--- src/rtl/prio_dpram_pkg.sv ---
package prio_dpram_pkg;

  // Winner selection held by the arbiter
  typedef enum logic {
    PRIO_A = 1'b0,
    PRIO_B = 1'b1
  } prio_e;

endpackage

--- src/rtl/prio_dpram_rst_sync.sv ---
module prio_dpram_rst_sync (
  input  logic clk,
  input  logic rst_n,
  output logic rst_n_sync
);

  logic [1:0] sync_q;

  always_ff @(posedge clk or negedge rst_n) begin
    if (!rst_n) sync_q <= 2'b00;
    else        sync_q <= {sync_q[0], 1'b1};
  end

  assign rst_n_sync = sync_q[1];

endmodule

--- src/rtl/prio_dpram_req_stage.sv ---
module prio_dpram_req_stage #(
  parameter int ADDR_W = 2,
  parameter int DATA_W = 4
) (
  input  logic              clk,
  input  logic              rst_n,
  input  logic              en,
  input  logic              we,
  input  logic [ADDR_W-1:0] addr,
  input  logic [DATA_W-1:0] wdata,
  output logic              q_en,
  output logic              q_we,
  output logic [ADDR_W-1:0] q_addr,
  output logic [DATA_W-1:0] q_wdata
);

  logic              en_d;
  logic              we_d;
  logic [ADDR_W-1:0] addr_d;
  logic [DATA_W-1:0] wdata_d;

  // A disabled request is squashed so that later stages see a clean idle slot
  always_comb begin
    en_d    = en;
    we_d    = en & we;
    addr_d  = en ? addr  : '0;
    wdata_d = en ? wdata : '0;
  end

  always_ff @(posedge clk or negedge rst_n) begin
    if (!rst_n) begin
      q_en    <= 1'b0;
      q_we    <= 1'b0;
      q_addr  <= '0;
      q_wdata <= '0;
    end else begin
      q_en    <= en_d;
      q_we    <= we_d;
      q_addr  <= addr_d;
      q_wdata <= wdata_d;
    end
  end

endmodule

--- src/rtl/prio_dpram_arbiter.sv ---
module prio_dpram_arbiter #(
  parameter int ADDR_W = 2
) (
  input  logic              clk,
  input  logic              rst_n,
  input  logic              a_en,
  input  logic              a_we,
  input  logic [ADDR_W-1:0] a_addr,
  input  logic              b_en,
  input  logic              b_we,
  input  logic [ADDR_W-1:0] b_addr,
  output logic              grant_a,
  output logic              grant_b,
  output logic              collide
);

  import prio_dpram_pkg::*;

  prio_e prio_q, prio_d;

  always_comb begin
    collide = a_en & b_en & (a_addr == b_addr) & (a_we | b_we);
    grant_a = a_en & (~collide | (prio_q == PRIO_A));
    grant_b = b_en & (~collide | (prio_q == PRIO_B));
    prio_d  = prio_q;
    if (collide) prio_d = (prio_q == PRIO_A) ? PRIO_B : PRIO_A;
  end

  always_ff @(posedge clk or negedge rst_n) begin
    if (!rst_n)       prio_q <= PRIO_A;
    else if (collide) prio_q <= prio_d;
  end

endmodule

--- src/rtl/prio_dpram_array.sv ---
module prio_dpram_array #(
  parameter int ADDR_W = 2,
  parameter int DATA_W = 4
) (
  input  logic              clk,
  input  logic              rst_n,
  input  logic              wa_en,
  input  logic [ADDR_W-1:0] wa_addr,
  input  logic [DATA_W-1:0] wa_data,
  input  logic              wb_en,
  input  logic [ADDR_W-1:0] wb_addr,
  input  logic [DATA_W-1:0] wb_data,
  input  logic [ADDR_W-1:0] ra_addr,
  input  logic [ADDR_W-1:0] rb_addr,
  output logic [DATA_W-1:0] ra_data,
  output logic [DATA_W-1:0] rb_data
);

  localparam int DEPTH = 1 << ADDR_W;

  logic [DEPTH-1:0][DATA_W-1:0] mem_q, mem_d;
  logic [DEPTH-1:0]             word_ce;

  // Arbitration guarantees the two write ports never hit the same word
  always_comb begin
    mem_d   = mem_q;
    word_ce = '0;
    for (int i = 0; i < DEPTH; i++) begin
      if (wa_en && (wa_addr == ADDR_W'(i))) begin
        mem_d[i]   = wa_data;
        word_ce[i] = 1'b1;
      end else if (wb_en && (wb_addr == ADDR_W'(i))) begin
        mem_d[i]   = wb_data;
        word_ce[i] = 1'b1;
      end
    end
  end

  always_ff @(posedge clk or negedge rst_n) begin
    if (!rst_n) begin
      mem_q <= '0;
    end else begin
      for (int i = 0; i < DEPTH; i++) begin
        if (word_ce[i]) mem_q[i] <= mem_d[i];
      end
    end
  end

  // Reads see the contents before this cycle's writes land
  assign ra_data = mem_q[ra_addr];
  assign rb_data = mem_q[rb_addr];

endmodule

--- src/rtl/prio_dpram.sv ---
module prio_dpram #(
  parameter int ADDR_W = 2,
  parameter int DATA_W = 4
) (
  input  logic              clk,
  input  logic              rst_n,
  input  logic              a_en,
  input  logic              a_we,
  input  logic [ADDR_W-1:0] a_addr,
  input  logic [DATA_W-1:0] a_wdata,
  output logic [DATA_W-1:0] a_rdata,
  output logic              a_drop,
  input  logic              b_en,
  input  logic              b_we,
  input  logic [ADDR_W-1:0] b_addr,
  input  logic [DATA_W-1:0] b_wdata,
  output logic [DATA_W-1:0] b_rdata,
  output logic              b_drop
);

  localparam int NPORT = 2;

  logic              rst_n_sync;
  logic              s_en    [NPORT];
  logic              s_we    [NPORT];
  logic [ADDR_W-1:0] s_addr  [NPORT];
  logic [DATA_W-1:0] s_wdata [NPORT];
  logic              p_en    [NPORT];
  logic              p_we    [NPORT];
  logic [ADDR_W-1:0] p_addr  [NPORT];
  logic [DATA_W-1:0] p_wdata [NPORT];
  logic              grant   [NPORT];
  logic [DATA_W-1:0] rd_raw  [NPORT];
  logic              collide;

  logic [DATA_W-1:0] a_rdata_d, b_rdata_d;
  logic              a_drop_d,  b_drop_d;

  prio_dpram_rst_sync u_rst_sync (
    .clk        (clk),
    .rst_n      (rst_n),
    .rst_n_sync (rst_n_sync)
  );

  always_comb begin
    p_en[0] = a_en;  p_we[0] = a_we;  p_addr[0] = a_addr;  p_wdata[0] = a_wdata;
    p_en[1] = b_en;  p_we[1] = b_we;  p_addr[1] = b_addr;  p_wdata[1] = b_wdata;
  end

  for (genvar g = 0; g < NPORT; g++) begin : g_stage
    prio_dpram_req_stage #(.ADDR_W(ADDR_W), .DATA_W(DATA_W)) u_stage (
      .clk     (clk),
      .rst_n   (rst_n_sync),
      .en      (p_en[g]),
      .we      (p_we[g]),
      .addr    (p_addr[g]),
      .wdata   (p_wdata[g]),
      .q_en    (s_en[g]),
      .q_we    (s_we[g]),
      .q_addr  (s_addr[g]),
      .q_wdata (s_wdata[g])
    );
  end

  prio_dpram_arbiter #(.ADDR_W(ADDR_W)) u_arb (
    .clk     (clk),
    .rst_n   (rst_n_sync),
    .a_en    (s_en[0]),
    .a_we    (s_we[0]),
    .a_addr  (s_addr[0]),
    .b_en    (s_en[1]),
    .b_we    (s_we[1]),
    .b_addr  (s_addr[1]),
    .grant_a (grant[0]),
    .grant_b (grant[1]),
    .collide (collide)
  );

  prio_dpram_array #(.ADDR_W(ADDR_W), .DATA_W(DATA_W)) u_array (
    .clk     (clk),
    .rst_n   (rst_n_sync),
    .wa_en   (grant[0] & s_we[0]),
    .wa_addr (s_addr[0]),
    .wa_data (s_wdata[0]),
    .wb_en   (grant[1] & s_we[1]),
    .wb_addr (s_addr[1]),
    .wb_data (s_wdata[1]),
    .ra_addr (s_addr[0]),
    .rb_addr (s_addr[1]),
    .ra_data (rd_raw[0]),
    .rb_data (rd_raw[1])
  );

  always_comb begin
    a_rdata_d = (grant[0] && !s_we[0]) ? rd_raw[0] : '0;
    b_rdata_d = (grant[1] && !s_we[1]) ? rd_raw[1] : '0;
    a_drop_d  = s_en[0] & ~grant[0];
    b_drop_d  = s_en[1] & ~grant[1];
  end

  always_ff @(posedge clk or negedge rst_n_sync) begin
    if (!rst_n_sync) begin
      a_rdata <= '0;
      b_rdata <= '0;
      a_drop  <= 1'b0;
      b_drop  <= 1'b0;
    end else begin
      a_rdata <= a_rdata_d;
      b_rdata <= b_rdata_d;
      a_drop  <= a_drop_d;
      b_drop  <= b_drop_d;
    end
  end

endmodule

--- config.mk ---
export PLATFORM = sky130hd
export DESIGN_NAME = prio_dpram
export DESIGN_NICKNAME = d
export VERILOG_FILES = /design/src/rtl/prio_dpram_pkg.sv /design/src/rtl/prio_dpram_rst_sync.sv /design/src/rtl/prio_dpram_req_stage.sv /design/src/rtl/prio_dpram_arbiter.sv /design/src/rtl/prio_dpram_array.sv /design/src/rtl/prio_dpram.sv
export SDC_FILE = /design/constraint.sdc
export NUM_CORES = 1
export LEC_CHECK = 0
export BUFFER_PORTS_ARGS = -buffer_cell sky130_fd_sc_hd__buf_4
export CORE_MARGIN = 4
export CORE_UTILIZATION = 47
export CTS_CLUSTER_DIAMETER = 60
export DETAILED_ROUTE_END_ITERATION = 16
export GPL_TIMING_DRIVEN = 0
export MAX_ROUTING_LAYER = met4
export PLACE_DENSITY = 0.71
export RECOVER_POWER = 25
export SLEW_MARGIN = 20
export SYNTH_ARGS = -nofsm -noshare
export SYNTH_HDL_FRONTEND = slang
export SYNTH_HIERARCHICAL = 1
export SYNTH_SLANG_ARGS = --single-unit
--- constraint.sdc ---
create_clock -name clk -period 1.8 [get_ports clk]
set_input_delay 0.18 -clock clk [delete_from_list [all_inputs] [get_ports clk]]
set_output_delay 0.18 -clock clk [all_outputs]
set_load 0.02 [all_outputs]
==> results of run 1 <==
[logic make-up (layout without fill, tap and decap cells)]
| family | Yosys count | count (layout) | synth area share [%] |
|---|---|---|---|
| multiplexers | 24 | 24 | 17.6 |
| buffers and inverters | 2 | 51 | 0.388 |
| flip-flops | 45 | 45 | 58.2 |
| XOR/XNOR | 3 | 3 | 1.36 |
| AND/OR/NAND/NOR | 51 | 51 | 16.9 |
| AO/OA/AOI/OAI | 19 | 19 | 5.30 |
| other | 1 | 1 | 0.194 |
[path summary, 6_finish.rpt]
path	end	slack [ns]	depth (start not counted)	startpoint
worst max-delay path	u_array/mem_q[1]	-0.01	8	g_stage[1].u_stage/q_addr[0]
min in group asynchronous	u_rst_sync/sync_q[0]	0.19	2	rst_n
worst min register to register	g_stage[0].u_stage/q_en	0.35	0	u_rst_sync/sync_q[1]
max in group asynchronous	u_array/mem_q[12]	0.85	1	u_rst_sync/sync_q[1]
worst min-delay path	g_stage[1].u_stage/q_wdata[2]	0.1	2	b_wdata[2]
worst max register to register	u_array/mem_q[1]	-0.01	8	g_stage[1].u_stage/q_addr[0]
[synthesized netlist by cell type (all sizes together) (2+ instances only)]
cell type / n
nor2b: 2
dfrtp: 45
mux4: 8
nand3b: 4
and3b: 8
nor2: 16
and2: 16
xor2: 2
a21oi: 16
a21boi: 2
mux2i: 16
nand3: 2
[layout make-up]
cell class / count / share of cell area [%]
repair buffers: 42 / 13.2
well taps: 50 / 2.54
multi-input cells: 98 / 33.3
flip-flops and latches: 45 / 45.9
clock buffers: 6 / 3.35
inverters: 1 / 0.152
clock inverters: 2 / 1.52
[through the flow]
step           area, sq um  setup TNS (ns)  hold slack, ns
2_1_floorplan         1950          -0.151          -0.116
3_3_place_gp          2220           -2.10         -0.0373
3_5_place_dp          2250           -3.03         -0.0355
4_1_cts               2460               0          0.0415
5_1_grt               2460          -0.704          0.0742
6_report              2460         -0.0300          0.0953
[flip-flops by register name, summed over array words and instances, names as in the netlist]
name and flops:
u_arb/prio_q 1, u_rst_sync/sync_q 2, g_stage.u_stage/q_addr 4, g_stage.u_stage/q_we 2, b_drop 1, g_stage.u_stage/q_en 2
g_stage.u_stage/q_wdata 8, a_rdata 4, b_rdata 4, u_array/mem_q 16, a_drop 1
[worst register-to-register path: cells and delay by family, from the launching register on]
kind	cells	cell delay, ns
xor gates and xnor gates	1	0.17
muxes	1	0.11
DFF	1	0.42
and+or+nand+nor	3	0.62
AOI/OAI and AO/OA	2	0.28
buffers and inverters	1	0.14
[metal layers]
layer  vias to the layer above  routed length [um]
met4                         0                  79
met3                         7                 231
li1                        608                   -
met5                         -                   0
met1                       636                1540
met2                        39                1900
[power groups by stage]
stage	Sequential, W	Combinational, W	Clock [W]
after global routing	0.00130	0.000489	0.000833
after floorplan	0.00131	0.000258	0
after CTS	0.00128	0.000452	0.000799
after global placement	0.00131	0.000385	0
after detailed placement	0.00132	0.000413	0
final	0.00128	0.000447	0.000784
[what timing repair did]
| action | in CTS | in global routing |
|---|---|---|
| endpoints found under the hold margin | 2 | 0 |
| gates resized for setup | 3 | 0 |
| setup buffers | 11 | 2 |
| endpoints found under the setup margin | 16 | 14 |
| pin swaps | 3 | 3 |
| hold buffers | 1 | 0 |
==> impl_metrics.ini, run 1 <==
[floorplanning]
die_w_um = 72.2
io_pins = 28
die_h_um = 72.2
num_rows = 23
die_area_sq_mm = 0.00521
core_area_sq_mm = 0.00400
start_util_pct = 48.4

[final_layout]
seq_area_sq_mm = 0.00113
layout.cells.non_filler = 244
finish.utilization_pct = 61.6
multiInputGateArea_sq_um = 821
syn2layout_area_growth_pct = 27.4
layout-drive-gt1-share_pct = 35.1
nets = 211
final_cell_mix = dfrtp_1 (41), buf_4 (37), mux2i_1 (16), nor2_1 (16), a21oi_1 (16)
diodes = 0
num-fill-cells = 306
final_common_cell = dfrtp_1

[timing]
tightest_slew_ns = 0.843
setup_viol = 3
slew_headroom_pct = 43.8
max_freq_mhz = 551
grt_setup_unrepaired = true
clock_skew_ns = 0.00936
finalMaxSlewViolations = 0
period_needed_ns = 1.81
worst_slack_ns = -0.0146
hold_violations = 0
post-route-period-util_pct = 101

[place]
gp_congestion = 0.846
port_buffers = 27
dp_hpwl_um = 2770
post-place-cells = 223
place_ws_ns = -0.310

[global_routing]
use_met1_pct = 20.5
grt.met2_usage_pct = 26.8
grt_busiest_layer = met2
grt_usage_pct = 16.7
grt_max_degree = 25
grt-ovfl-total = 0
grt_pass1_wl_um = 6420
grtUsageMet3_pct = 3.74
grt_antenna_before_repair = 0
grt_pass1_vias = 1328

[cts]
path_clk_slew_ns = 0.08
cts_tree = built
cts_buffers = 5
cts_root_buffer = clkbuf_8
insertion_delay_ns = 0.29
numClockSinks = 45
htreeDepth = 2
clock_path_buffers = 2

[yosys]
syn_nets = 163
synth_area_per_cell_sq_um = 13.3
synth_seq_cells = 45
synth_top_area_share_pct = 58.2
ys.flop_type = dfrtp_1
yosysWarnings = 6
synth_area_sq_mm = 0.00193
seq_area_frac_synth_pct = 58.2
synth_area_leaders = dfrtp_1 (58%), mux4_2 (9.3%), mux2i_1 (8.3%)
async_reset_ff_share_pct = 100
synth_cell_type_count = 21
syn_inst = 145
synth_edf_count = 0
yosys.area.top_type = dfrtp_1

[power]
swShare_pct = 25.2
ir_drop_mv = 0.700
power_frac_comb_pct = 17.8
p_sw_w = 0.000633
powerDensity_mw_per_mm2 = 1020
cellLeakagePower_nw = 1.23
p_clk_share_pct = 31.2
finalPower_w = 0.00251
power_frac_seq_pct = 51.0
intPower_w = 0.00188

[detailed_routing]
drc_errors = 0
drtAntennaViolNets = 0
via_per_inst = 5.29
vias = 1290
firstDrtPassIters = 4
wire_per_inst_um = 15.4
wl_um = 3750
drt_iter0_markers = 34

[critical_path]
startpoint_type = flop
crit_family = simple AND/OR/NAND/NOR gates
end_kind = flop
arrival_ns = 2.03
crit_fanout = 4
setup.worst_path.class = flop to flop
required_ns = 2.02
worst-path-buf-inv = 1
cpPeakStageDelay_ns = 0.42
cp_cell_sequence = xor2_1 -> nor3_2 -> a21boi_2 -> and2_4 -> nor3b_4 -> buf_4 -> mux2i_1 -> a21oi_1
cpMaxStageDelayCell = dfrtp_2

[hold_path]
hp-class = input pin to flop

[run]
drv_cap = 0

[run_status]
outcome = complete, but fails checks
violations = setup timing
Note: power is estimated with default switching activity, not from simulation.
==> run 2: changes to the inputs <==
Settings changed: CELL_PAD_IN_SITES_DETAIL_PLACEMENT from default to 0, CELL_PAD_IN_SITES_GLOBAL_PLACEMENT from default to 1, CORE_UTILIZATION 47 to 45, GPL_TIMING_DRIVEN 0 to default, PLACE_DENSITY 0.71 to 0.8, TNS_END_PERCENT from default to 5.
==> run 2 against run 1 <==
The run now ends clean. Largest cell class unchanged. First-iteration DRC count rose by 120%. Sequential power hardly changed. Clock power increased by 15%. Worst setup slack gained 0.037 ns. Flip-flop and latch count stayed put. Non-clock buffer count decreased by 3. Die area grew 3.9%. Cell area decreased by 1.2%. Critical path type unchanged. Combinational power hardly changed. Routed wire length grew 1.3%. Global-route usage is 0.31 points lower. Hold slack worse by 0.0035 ns.
==> impl_metrics.ini, run 2 (synthesized netlist as in run 1, its figures left out) <==
[critical_path]
crit_fanout = 4
worstReg2RegStart = g_stage[0].u_stage/q_we
r2r-end = u_array/mem_q[1]
setup.worst_path.class = flop to flop
required_ns = 1.98
arrival_ns = 1.96
startpoint_type = flop
end_kind = flop
rrSetupSlack_ns = 0.02
r2r_cells = 7

[final_layout]
layout.cells.non_filler = 241
final_cell_mix = dfrtp_1 (42), buf_4 (34), mux2i_1 (16), nor2_1 (16), a21oi_1 (16)
nets = 208
num-fill-cells = 335
top_regs = u_array/mem_q: 16 flops, g_stage.u_stage/q_wdata: 8 flops
final_common_cell = dfrtp_1
largest_reg_flops = 16
diodes = 0
syn2layout_area_growth_pct = 25.9
top_register = u_array/mem_q
layout-drive-gt1-share_pct = 33.5

[timing]
setup_viol = 0
worst_slack_ns = 0.0222
grt_setup_unrepaired = true
post-route-period-util_pct = 98.8
tightest_slew_ns = 1.04
finalMaxSlewViolations = 0
clock_skew_ns = 0.00411
hold_violations = 0
max_freq_mhz = 563
period_needed_ns = 1.78
slew_headroom_pct = 30.9

[detailed_routing]
drtAntennaViolNets = 0
wire_per_inst_um = 15.8
drc_errors = 0
drt_iter0_markers = 74
vias = 1270
firstDrtPassIters = 4
via_per_inst = 5.27
wl_um = 3800

[floorplanning]
num_rows = 23
die_area_sq_mm = 0.00541
die_h_um = 73.6
core_area_sq_mm = 0.00409
start_util_pct = 47.3
io_pins = 28
die_w_um = 73.6

[place]
dp_hpwl_um = 2940
port_buffers = 27
place_ws_ns = -0.0262
gp_congestion = 0.815
post-place-cells = 231

[power]
powerDensity_mw_per_mm2 = 1080
ir_drop_mv = 0.753
cellLeakagePower_nw = 1.22

[cts]
cts_tree = built
path_clk_slew_ns = 0.08
htreeDepth = 2
clock_path_buffers = 2
insertion_delay_ns = 0.29
cts_root_buffer = clkbuf_8
cts_buffers = 5
numClockSinks = 45

[global_routing]
grt_antenna_before_repair = 0
grt_pass1_wl_um = 6480
grt_max_degree = 44
grt_pass1_vias = 1352
grt-ovfl-total = 0
grt_usage_pct = 16.4

[hold_path]
hold_depth = 2
min_from = a_wdata[3]
hp-class = input pin to flop
hold-path-endpoint = g_stage[0].u_stage/q_wdata[3]

[run]
drv_cap = 0

[run_status]
outcome = finished clean
==> run 2: per-stage QoR <==
| stage | utilization, % | area (sq um) | setup TNS (ns) | hold slack [ns] | total power, W |
|---|---|---|---|---|---|
| final | 59.6 | 2440 | 0 | 0.0918 | 0.00262 |
| after global routing | 59.6 | 2440 | -1.07 | 0.0736 | 0.00275 |
| after CTS | 59.8 | 2440 | 0 | 0.0286 | 0.00266 |
| after detailed placement | 56.0 | 2290 | -0.0538 | -0.0368 | 0.00175 |
| after global placement | 56.0 | 2290 | 0 | -0.0376 | 0.00172 |
| after floorplan | - | 1950 | -0.151 | -0.116 | 0.00157 |
==> run 2: metal layers <==
layer	up-vias	global-route usage (%)	routed length (um)
met2	33	26.3	1960
li1	602	-	-
met3	6	5.20	219
met5	-	-	0
met4	0	4.83	46
met1	629	19.9	1580
==> run 2: how the worst max path moves through the flow <==
stage | slack [ns] | start | cells past startpoint | to
floorplan | -0.04 | g_stage[1].u_stage/q_addr[0] | 8 | u_array/mem_q[0]
global route | -0.12 | g_stage[1].u_stage/q_addr[0] | 7 | u_array/mem_q[0]
finish | 0.02 | g_stage[0].u_stage/q_we | 7 | u_array/mem_q[1]
CTS | 0.006 | g_stage[0].u_stage/q_addr[0] | 7 | u_array/mem_q[1]
global placement | 0.008 | g_stage[1].u_stage/q_we | 7 | u_array/mem_q[2]
detailed placement | -0.03 | g_stage[1].u_stage/q_we | 7 | u_array/mem_q[0]
==> run 2: repair_timing <==
| action | 4_1_cts | 5_1_grt |
|---|---|---|
| endpoints found under the setup margin | 7 | 15 |
| pin swaps | 2 | 6 |
| hold buffers | 1 | 0 |
| resized for setup | 2 | 0 |
| buffers inserted | 0 | 1 |
| hold endpoints to repair | 2 | 0 |
| cloned | 0 | 0 |
==> run 2: final cells by class <==
class                      instances  area (sq um)  area share [%]
multi-input combinational         98           821            33.7
sequential                        45          1130            46.4
clock buffer                       5          68.8            2.82
timing repair buffer              39           282            11.6
tap                               50          62.6            2.57
clock inverter                     3          68.8            2.82
inverter                           1          3.75           0.154
==> run 2: power by group <==
group,leakage (nW),switching [W],internal [W]
Combinational,0.589,0.000194,0.000256
Clock,0.0687,0.000340,0.000558
Sequential,0.563,0.000111,0.00116
Total,1.22,0.000644,0.00198
==> run 2: worst max-delay path: stages (launching register included) <==
cell and delay (ns):
dfrtp_1 0.39, o211ai_1 0.21, nor3_2 0.09, a21boi_2 0.14
and2_4 0.19, nor3b_4 0.31, mux2i_1 0.25, a21oi_1 0.08
